File: config.mk
export PLATFORM = sky130hd
export DESIGN_NAME = sha1_fixed672_core
export DESIGN_NICKNAME = d
export VERILOG_FILES = /design/src/rtl/sha1_fx_pkg.sv /design/src/rtl/sha1_fx_round.sv /design/src/rtl/sha1_fx_sched.sv /design/src/rtl/sha1_fx_ctrl.sv /design/src/rtl/sha1_fixed672_core.sv
export SDC_FILE = /design/constraint.sdc
export NUM_CORES = 2
export LEC_CHECK = 0
export ABC_AREA = 1
export BUFFER_PORTS_ARGS = -buffer_cell sky130_fd_sc_hd__clkbuf_2
export CORE_MARGIN = 2
export CORE_UTILIZATION = 45
export DETAILED_ROUTE_END_ITERATION = 10
export PLACE_DENSITY_LB_ADDON = 0.08
export SLEW_MARGIN = 15
export SYNTH_ARGS = -nofsm -noshare
export SYNTH_HDL_FRONTEND = slang
export SYNTH_SLANG_ARGS = --single-unit
File: constraint.sdc
create_clock -name clk -period 16.8 [get_ports clk]
set_input_delay 2.52 -clock clk [delete_from_list [all_inputs] [get_ports clk]]
set_output_delay 2.52 -clock clk [all_outputs]
set_load 0.1 [all_outputs]
File: src/rtl/sha1_fx_pkg.sv
package sha1_fx_pkg;
   typedef logic [31:0] word_t;

   typedef struct packed {
      word_t a;
      word_t b;
      word_t c;
      word_t d;
      word_t e;
   } hstate_t;

   localparam int ROUNDS  = 80;
   localparam int RND_W   = 7;
   localparam int BLK_BITS = 512;
   localparam int WIN_WORDS = 16;
   localparam int LEN_BITS = 64;

   function automatic hstate_t init_state();
      hstate_t s;
      s.a = 32'h67452301;
      s.b = 32'hEFCDAB89;
      s.c = 32'h98BADCFE;
      s.d = 32'h10325476;
      s.e = 32'hC3D2E1F0;
      return s;
   endfunction

   function automatic word_t rotl(input word_t x, input int n);
      return (x << n) | (x >> (32 - n));
   endfunction

   function automatic word_t rnd_const(input logic [RND_W-1:0] t);
      if (t < 7'd20)      return 32'h5A827999;
      else if (t < 7'd40) return 32'h6ED9EBA1;
      else if (t < 7'd60) return 32'h8F1BBCDC;
      else                return 32'hCA62C1D6;
   endfunction

   function automatic word_t rnd_func(input logic [RND_W-1:0] t,
                                      input word_t b, input word_t c, input word_t d);
      if (t < 7'd20)      return (b & c) | (~b & d);
      else if (t < 7'd40) return b ^ c ^ d;
      else if (t < 7'd60) return (b & c) | (b & d) | (c & d);
      else                return b ^ c ^ d;
   endfunction
endpackage

File: src/rtl/sha1_fx_round.sv
module sha1_fx_round
   import sha1_fx_pkg::*;
(
   input  hstate_t              cur,
   input  word_t                w,
   input  logic [RND_W-1:0]     t,
   output hstate_t              nxt
);
   word_t mix;

   always_comb begin
      mix   = rotl(cur.a, 5) + rnd_func(t, cur.b, cur.c, cur.d) + cur.e + rnd_const(t) + w;
      nxt.a = mix;
      nxt.b = cur.a;
      nxt.c = rotl(cur.b, 30);
      nxt.d = cur.c;
      nxt.e = cur.d;
   end
endmodule

File: src/rtl/sha1_fx_sched.sv
module sha1_fx_sched
   import sha1_fx_pkg::*;
#(
   parameter int WORDS = WIN_WORDS,
   parameter int TAP_A = 13,
   parameter int TAP_B = 8,
   parameter int TAP_C = 2
) (
   input  logic                   clk,
   input  logic                   load,
   input  logic [WORDS*32-1:0]    blk,
   input  logic                   step,
   output word_t                  w_now
);
   localparam int TOP = WORDS - 1;

   if (WORDS != 16 || TAP_A >= WORDS || TAP_B >= WORDS || TAP_C >= WORDS) begin : g_bad
      $error("sha1_fx_sched: window must be 16 words with taps inside it");
   end

   word_t win [WORDS];
   word_t fresh;

   assign fresh = rotl(win[TAP_A] ^ win[TAP_B] ^ win[TAP_C] ^ win[0], 1);
   assign w_now = win[0];

   for (genvar i = 0; i < WORDS; i++) begin : g_slot
      always_ff @(posedge clk) begin
         if (load)
            win[i] <= blk[WORDS*32-1-32*i -: 32];
         else if (step) begin
            if (i == TOP) win[i] <= fresh;
            else          win[i] <= win[(i == TOP) ? 0 : i + 1];
         end
      end
   end
endmodule

File: src/rtl/sha1_fx_ctrl.sv
module sha1_fx_ctrl
   import sha1_fx_pkg::*;
#(
   parameter int PASSES = 2
) (
   input  logic               clk,
   input  logic               rst_n,
   input  logic               go,
   output logic               busy,
   output logic               done,
   output logic [RND_W-1:0]   rnd,
   output logic               accept,
   output logic               pass_end,
   output logic               run_end
);
   localparam int PASS_W = (PASSES > 1) ? $clog2(PASSES) : 1;
   localparam logic [PASS_W-1:0] LAST_PASS = PASS_W'(PASSES - 1);
   localparam logic [RND_W-1:0]  LAST_RND  = RND_W'(ROUNDS - 1);

   if (PASSES < 1) begin : g_bad
      $error("sha1_fx_ctrl: at least one pass required");
   end

   logic [PASS_W-1:0] pass_q;

   assign accept   = go & ~busy;
   assign pass_end = busy & (rnd == LAST_RND);
   assign run_end  = pass_end & (pass_q == LAST_PASS);

   always_ff @(posedge clk or negedge rst_n) begin
      if (!rst_n) begin
         busy   <= 1'b0;
         done   <= 1'b0;
         rnd    <= '0;
         pass_q <= '0;
      end else if (accept) begin
         busy   <= 1'b1;
         done   <= 1'b0;
         rnd    <= '0;
         pass_q <= '0;
      end else if (busy) begin
         if (pass_end) begin
            rnd <= '0;
            if (run_end) begin
               busy <= 1'b0;
               done <= 1'b1;
            end else begin
               pass_q <= pass_q + 1'b1;
            end
         end else begin
            rnd <= rnd + 1'b1;
         end
      end
   end
endmodule

File: src/rtl/sha1_fixed672_core.sv
module sha1_fixed672_core
   import sha1_fx_pkg::*;
#(
   parameter int MSG_BITS = 672
) (
   input  logic                clk,
   input  logic                rst_n,
   input  logic                go,
   input  logic [MSG_BITS-1:0] msg,
   output logic                done,
   output logic [159:0]        hash
);
   localparam int TAIL_BITS = MSG_BITS - BLK_BITS;
   localparam int ZERO_BITS = BLK_BITS - TAIL_BITS - 1 - LEN_BITS;

   if (TAIL_BITS < 1 || ZERO_BITS < 0) begin : g_bad
      $error("sha1_fixed672_core: message must fit exactly two blocks");
   end

   logic                  busy;
   logic [RND_W-1:0]      rnd;
   logic                  accept, pass_end, run_end;
   logic [TAIL_BITS-1:0]  tail_q;
   logic [BLK_BITS-1:0]   blk_first, blk_second, blk_sel;
   logic                  win_load;
   word_t                 w_now;
   hstate_t               h_q, work_q, work_nxt, sum;

   sha1_fx_ctrl #(.PASSES(2)) u_ctrl (
      .clk(clk), .rst_n(rst_n), .go(go),
      .busy(busy), .done(done), .rnd(rnd),
      .accept(accept), .pass_end(pass_end), .run_end(run_end)
   );

   assign blk_first  = msg[MSG_BITS-1 -: BLK_BITS];
   assign blk_second = {tail_q, 1'b1, {ZERO_BITS{1'b0}}, LEN_BITS'(MSG_BITS)};
   assign blk_sel    = accept ? blk_first : blk_second;
   assign win_load   = accept | (pass_end & ~run_end);

   sha1_fx_sched u_sched (
      .clk(clk), .load(win_load), .blk(blk_sel),
      .step(busy), .w_now(w_now)
   );

   sha1_fx_round u_round (
      .cur(work_q), .w(w_now), .t(rnd), .nxt(work_nxt)
   );

   always_comb begin
      sum.a = h_q.a + work_nxt.a;
      sum.b = h_q.b + work_nxt.b;
      sum.c = h_q.c + work_nxt.c;
      sum.d = h_q.d + work_nxt.d;
      sum.e = h_q.e + work_nxt.e;
   end

   always_ff @(posedge clk) begin
      if (accept) tail_q <= msg[TAIL_BITS-1:0];
   end

   always_ff @(posedge clk) begin
      if (accept)        work_q <= init_state();
      else if (pass_end) work_q <= sum;
      else if (busy)     work_q <= work_nxt;
   end

   always_ff @(posedge clk or negedge rst_n) begin
      if (!rst_n)        h_q <= '0;
      else if (accept)   h_q <= init_state();
      else if (pass_end) h_q <= sum;
   end

   assign hash = h_q;
endmodule

# Word level (Yosys, flattened, before mapping)
# Memories as Yosys holds them, arrays and structs flattened.
# Index checks and enable logic that the tools add are counted.
# W data, S select, Z words.
dict set report word_totals {
  mem_bits_rw 512
  wordCells 124
  register_bits 490
  out_inout_bits 161
  n_memories 1
}
dict set report op_classes {
  bitwise 39
  add_sub_neg 11
  reduce_logical 6
  n_lt_le_gt_ge 3
  n_mux 47
  n_eq_ne 2
}
# memory words word_bits rd rd_clocked_by_memory_dff write_ports line_no
set mem_list {}
lappend mem_list {u_sched.win 16 32 16 0 16 sha1_fx_sched.sv:21} ;# word_t win [WORDS];
# op count
set ops {}
lappend ops {{$mux W32} 21}
lappend ops {{$mux W160} 4}
lappend ops {{$mux W512} 1}
lappend ops {{$add A32 B32 Y32} 9}
lappend ops {{$xor A32 B32 Y32} 5}
lappend ops {{$and A32 B32 Y32} 4}
lappend ops {{$or A32 B32 Y32} 3}
lappend ops {{$not A32 Y32} 1}
lappend ops {{$or A32 B1 Y32} 1}
lappend ops {{$or A32 B30 Y32} 1}
lappend ops {{$or A32 B5 Y32} 1}
lappend ops {{$mux W31} 1}
lappend ops {{$mux W7} 3}
lappend ops {{$mux W1} 17}
lappend ops {{$or A1 B1 Y1} 17}
lappend ops {{$lt A7 B6 Y1 const B} 2}
lappend ops {{$reduce_bool A2 Y1} 4}
lappend ops {{$add A7 B1 Y7 const B} 1}
lappend ops {{$eq A7 B7 Y1 const B} 1}
lappend ops {{$lt A7 B5 Y1 const B} 1}
lappend ops {{$reduce_and A3 Y1} 2}
lappend ops {{$and A1 B1 Y1} 4}
lappend ops {{$ne A2 B2 Y1 const B} 1}
lappend ops {{$not A1 Y1} 2}
lappend ops {{$add A1 B1 Y1 const B} 1}

# Logic depth before layout (Yosys ltp)
dict set report logic_depth {
  word_depth 13
  mapped_depth 41
}

# Hierarchy
# From an unflattened synthesis, not the netlist that was laid out.
dict set report unflattened {
  cells_unflattened 8955
  area_unflattened_um2 64509.4
}
# module instances cells_per_inst area_each_um2 seq_area_each_um2
set by_module_without_submodules {}
lappend by_module_without_submodules {sha1_fixed672_core 1 5225 32964.1 12011.5}
lappend by_module_without_submodules {sha1_fx_sched 1 2679 24034.3 15374.7}
lappend by_module_without_submodules {sha1_fx_round 1 979 6974.2 0.0}
lappend by_module_without_submodules {sha1_fx_ctrl 1 72 536.8 250.2}

# Worst setup path after synthesis
# Ideal clock, no wire load.
dict set report synth_timing {
  path_kind {input to register}
  start {in go}
  end {reg u_ctrl.rnd[0]}
  t_required_ns 16.095
  t_arrival_ns 17.456
  setup_ns 0.705
  stages 5
  n_path_buf 2
  slack_ns -1.360
  cell_sequence {nor2_1 inv_2 clkbuf_1 buf_1 a21oi_1}
}
dict set report synth_between {
  elab_chain_len 2
}
# element line_no
set synth_rtl {}
lappend synth_rtl {{start: declaration} sha1_fixed672_core.sv:8} ;# input logic go,
lappend synth_rtl {{$and A1 B1 Y1 (*)} sha1_fx_ctrl.sv:26} ;# assign accept = go & ~busy;
lappend synth_rtl {{$mux W7 or $reduce_bool A2 Y1 (tied branches)} --}
lappend synth_rtl {{end signal: assignment} sha1_fx_ctrl.sv:51} ;# rnd <= rnd + 1'b1;
lappend synth_rtl {{end: declaration} sha1_fx_ctrl.sv:11} ;# output logic [RND_W-1:0] rnd,
# Mark *: on every way between the ends. The rest lies on a longest branch, timed or not.
# A chain may end at the register's enable or synchronous reset.

# Final worst setup path
dict set report layout_timing {
  start {reg u_ctrl.rnd[5]}
  end {reg work_q[158] (netlist name)}
}
dict set report layout_between {
  elab_chain_len 10
}
# element line_no
set layout_rtl {}
lappend layout_rtl {{$lt A7 B6 Y1} {sha1_fx_pkg.sv:35, sha1_fx_pkg.sv:43}}
lappend layout_rtl {{$mux W32} sha1_fx_pkg.sv:43} ;# else if (t < 7'd60) return (b & c) | (b & d) | (c & d);
lappend layout_rtl {{$mux W32} sha1_fx_pkg.sv:42} ;# else if (t < 7'd40) return b ^ c ^ d;
lappend layout_rtl {{$mux W32} sha1_fx_pkg.sv:41} ;# if (t < 7'd20) return (b & c) | (~b & d);
lappend layout_rtl {{$add A32 B32 Y32 (4 in a row)} sha1_fx_round.sv:12} ;# mix = rotl(cur.a, 5) + rnd_func(t, cur.b, cur.c, cur.d) + cur.e + rnd_const(t) + w;
lappend layout_rtl {{$add A32 B32 Y32 or $mux W160 (tied branches)} {sha1_fixed672_core.sv:50, sha1_fixed672_core.sv:64}}
lappend layout_rtl {{$mux W160} sha1_fixed672_core.sv:63} ;# else if (pass_end) work_q <= sum;
lappend layout_rtl {{end signal: assignment} sha1_fixed672_core.sv:62} ;# if (accept) work_q <= init_state();
lappend layout_rtl {{end signal: assignment} sha1_fixed672_core.sv:63}
lappend layout_rtl {{end signal: assignment} sha1_fixed672_core.sv:64} ;# else if (busy) work_q <= work_nxt;
lappend layout_rtl {{end: declaration} sha1_fixed672_core.sv:27} ;# hstate_t h_q, work_q, work_nxt, sum;
# Parallel ways exist; a longest one is shown, timed or not. The select of a mux whose other input is x is not followed.

==> impl.org <==
** Detailed routing
- The detailed router finished its first iteration with 5834 violations.
- WL/cell :: 29.80 um
- Final ANT Viol Nets :: 0
- Detail-routed via count per cell :: 5.841
- The routed design has 253300 um of wire.
- First drt pass iteration count :: 6
- DRC violations left :: 0
- Total number of vias :: 49662

** Synthesis
- Synthesized instance count :: 5977
- By area the synthesized netlist is led by edfxtp_1 36%, nand2_1 9.3%, dfrtp_1 7.7%.
- After synthesis the netlist holds a flip-flop and latch count of 1002.
- The Yosys step of the flow raised 0 warnings.
- In this run, distinct cell masters in the synthesized netlist total 47.
- Share of the yosys chip area belonging to registers :: 0.4987
- For this run, asynchronously set or reset flops after synthesis account for 0.1697.
- The synthesized design contains 672 enable-type register cells.
- The average instance in the mapped netlist occupies 9.271 sq um.
- Most common flop cell mapped by yosys :: edfxtp_1
- Cell area after synthesis :: 55410 sq um
- Synthesis produced a netlist with a net count of 6975.
- The share of synthesized area in the top cell type comes to 0.3642.
- Area leader, netlist :: edfxtp_1

** STA
- Skew final :: 0.06187 ns
- Final hold violation count :: 0
- For the pin with the worst max-slew slack, the measured transition is 1.208 ns.
- Number of max-slew violations in the final report :: 0
- Setup repair after global routing left no endpoint under its margin.
- Setup violations remaining at the end of the flow were counted as 0.
- Minimum period implied by the final worst setup slack :: 8.293 ns
- Setup total negative slack :: 0 ns
- Relative slew slack :: 0.1923
- In the finished design, the share of the clock period the worst path needs comes to 0.4936.
- Hold timing on the final database bottoms out at a slack of 0.4586 ns.
- Peak clock frequency supported by timing :: 120.6 MHz

** Final layout
- Reg area :: 27640 sq um
- Area occupied by multi-input gates :: 24690 sq um
- Relative to the synthesized area, the layout overhead comes to 17.17%.
- Net count, final :: 7735
- In the final layout, the share of cells above drive strength 1 is 0.1625.
- Counting the fill cells in the layout gives 11521.

** Critical path
- STA classifies the critical path endpoint as a flip-flop.
- CP required :: 17.44 ns
- The kind of cell with the highest combined delay along the critical path is simple AND/OR/NAND/NOR gates.
- Of all nets on the critical path, the largest fanout is 27.
- The number of buffers and inverters on the critical path is 4.
- Data arrival time of the worst path :: 8.94 ns
- In this design, the stage delay of the slowest critical-path cell is 0.71 ns.
- On the critical path, the stage with the largest delay is an instance of nand2_2.
- The worst setup path is of the reg2reg kind.
- The worst setup path is launched from a flip-flop.

** Die
- For this design the top-level I/O count stands at 836.
- Width of the chip :: 354.9 um
- Floorplan core area :: 122000 sq um
- The die covers 126000 sq um.
- The floorplan has 128 rows.
- Die height :: 354.9 um
- Initial Util :: 0.4541

** GRT
- Entering global routing, the biggest net connects 202 pins.
- Total global-route track usage :: 0.3920
- Number of global-route vias before repair :: 47555
- Wire length of the first global-routing pass :: 349600 um
- Global route total overflow :: 0
- Number of antenna violations at the first check in global routing :: 68

** Clock tree
- Post-CTS Setup Inserts :: 0
- The later pin in the worst-skew pair is clocked with a latency of 0.76 ns.
- CTS saw 1002 sinks.
- Clock tree from TritonCTS :: done
- Hold buffer count at CTS :: 0
- After clock tree synthesis, the clock-pin slew on the worst setup and hold paths is 0.07 ns.
- CTS buffer count :: 108
- In this run the deepest clock path goes through 3 buffers.
- PostCTS Resize Cnt :: 0
- The tree is rooted in a clkbuf_16.
- Number of H-tree levels :: 3

** Placed design
- Detailed placer's ending HPWL :: 200500 um
- Number of I/O port buffers :: 835
- At the end of routability-driven placement, the weighted congestion stood at 1.029.

** Job
- The tool flagged a number of max-cap violations equal to 0.

** Worst hold path
- Min-delay worst type :: reg2reg

** Status
- The run finished with clean final reports.
==> routing by layer <==
layer / GRT usage / up-vias / routed length [um]
met2: 0.6422 / 2297 / 120100
met5: 0 / - / 270
met4: 0.2205 / 40 / 15250
met1: 0.4722 / 24385 / 94770
li1: - / 22402 / -
met3: 0.09826 / 538 / 22900
==> area by class of cell <==
cell class,count,area share
sequential,1002,0.4257
timing repair buffer,901,0.07267
inverter,534,0.03118
tap,1625,0.03131
multi-input combinational,4190,0.3803
clock buffer,142,0.04642
antenna,48,0.001850
clock inverter,60,0.01060
==> cells in the mapped netlist (2+ instances only) <==
| library cell | count |
|---|---|
| a31oi_1 | 167 |
| nor3_1 | 44 |
| and2_1 | 11 |
| o21ai_0 | 391 |
| buf_6 | 11 |
| nor2_1 | 499 |
| a21o_1 | 27 |
| dfrtp_1 | 170 |
| o21bai_1 | 26 |
| clkbuf_1 | 151 |
| o211ai_1 | 22 |
| buf_2 | 66 |
| buf_4 | 4 |
| o221ai_1 | 22 |
| o311ai_0 | 2 |
| nand4_1 | 56 |
| a21oi_1 | 357 |
| fa_1 | 125 |
| buf_1 | 19 |
| a211oi_1 | 13 |
| a21boi_0 | 16 |
| ha_1 | 198 |
| dfxtp_1 | 160 |
| nor4_1 | 8 |
| xnor2_1 | 107 |
| a22oi_1 | 35 |
| xor2_1 | 26 |
| a221oi_1 | 9 |
| a22o_1 | 320 |
| inv_2 | 2 |
| nand3b_1 | 26 |
| o22a_1 | 4 |
| edfxtp_1 | 672 |
| o21a_1 | 10 |
| o22ai_1 | 15 |
| o21ai_1 | 2 |
| nand3_1 | 242 |
| nand2_2 | 2 |
| or2_2 | 27 |
| inv_1 | 531 |
| nand2_1 | 1376 |
==> path summary, 6_finish.rpt <==
path                               start          end  slack (ns)  depth (start not counted)
max                        u_ctrl.rnd[5]  work_q[158]        8.51                         31
min in group asynchronous          rst_n     hash[66]        1.76                          1
min                           work_q[29]   work_q[29]        0.46                          2
max reg2reg                u_ctrl.rnd[5]  work_q[158]        8.51                         31
max in group asynchronous          rst_n    hash[150]       13.55                          2
min reg2reg                   work_q[29]   work_q[29]        0.46                          2
==> layout by cell type (no fill, tap or decap), types with 18 or more instances in the layout <==
cell type	Yosys	routed
nand2_1	1376	1375
clkbuf_2	0	834
edfxtp_1	672	672
inv_1	531	528
nor2_1	499	495
o21ai_0	391	391
a21oi_1	357	357
a22o_1	320	320
nand3_1	242	242
ha_1	198	198
dfrtp_1	170	169
a31oi_1	167	167
dfxtp_1	160	160
fa_1	125	125
clkbuf_16	0	111
xnor2_1	107	107
buf_4	4	63
nand4_1	56	56
diode_2	0	48
nor3_1	44	44
a22oi_1	35	35
a21o_1	27	27
or2_2	27	27
nand3b_1	26	26
xor2_1	26	26
o21bai_1	26	26
o211ai_1	22	22
o221ai_1	22	22
clkbuf_1	151	19
clkinv_2	0	18
==> registers in the layout (all words and copies together), names as in the netlist <==
register and count:
hash 160, tail_q 160, u_ctrl.busy 1, u_ctrl.done 1
u_ctrl.pass_q 1, u_ctrl.rnd 7, u_sched.win 512, work_q 160
==> worst reg2reg max path: cells and delay by family (launching register included) <==
kind	cells	cell delay (ns)
and+or+nand+nor	15	2.95
adders and majority gates	6	2.42
xor gates and xnor gates	1	0.24
AOI/OAI and AO/OA	5	1.52
DFF	1	0.46
buffers and inverters	4	0.61
==> cells by family (layout without fill, tap and decap cells) <==
| kind of cell | after synthesis | count (layout) | synth area share |
|---|---|---|---|
| compound gates | 1440 | 1440 | 0.1652 |
| xor+xnor | 133 | 133 | 0.02102 |
| fa+ha+maj | 323 | 323 | 0.08987 |
| buf+inv | 785 | 1637 | 0.05643 |
| flops | 1002 | 1002 | 0.4987 |
| other cells | 0 | 48 | 0 |
| simple gates | 2294 | 2294 | 0.1687 |
==> per-stage QoR <==
step,setup slack [ns],utilization,cells,area (sq um)
floorplan,0.2923,-,5977,55420
global placement,8.739,0.5007,8252,61110
detailed placement,8.614,0.5007,8252,61110
CTS,8.616,0.5311,8454,64810
global route,7.976,0.5318,8490,64900
finish,8.507,0.5320,8502,64930
Power is not shown: default switching activity piles up to over one toggle a cycle in this logic, so the estimate is an artifact.
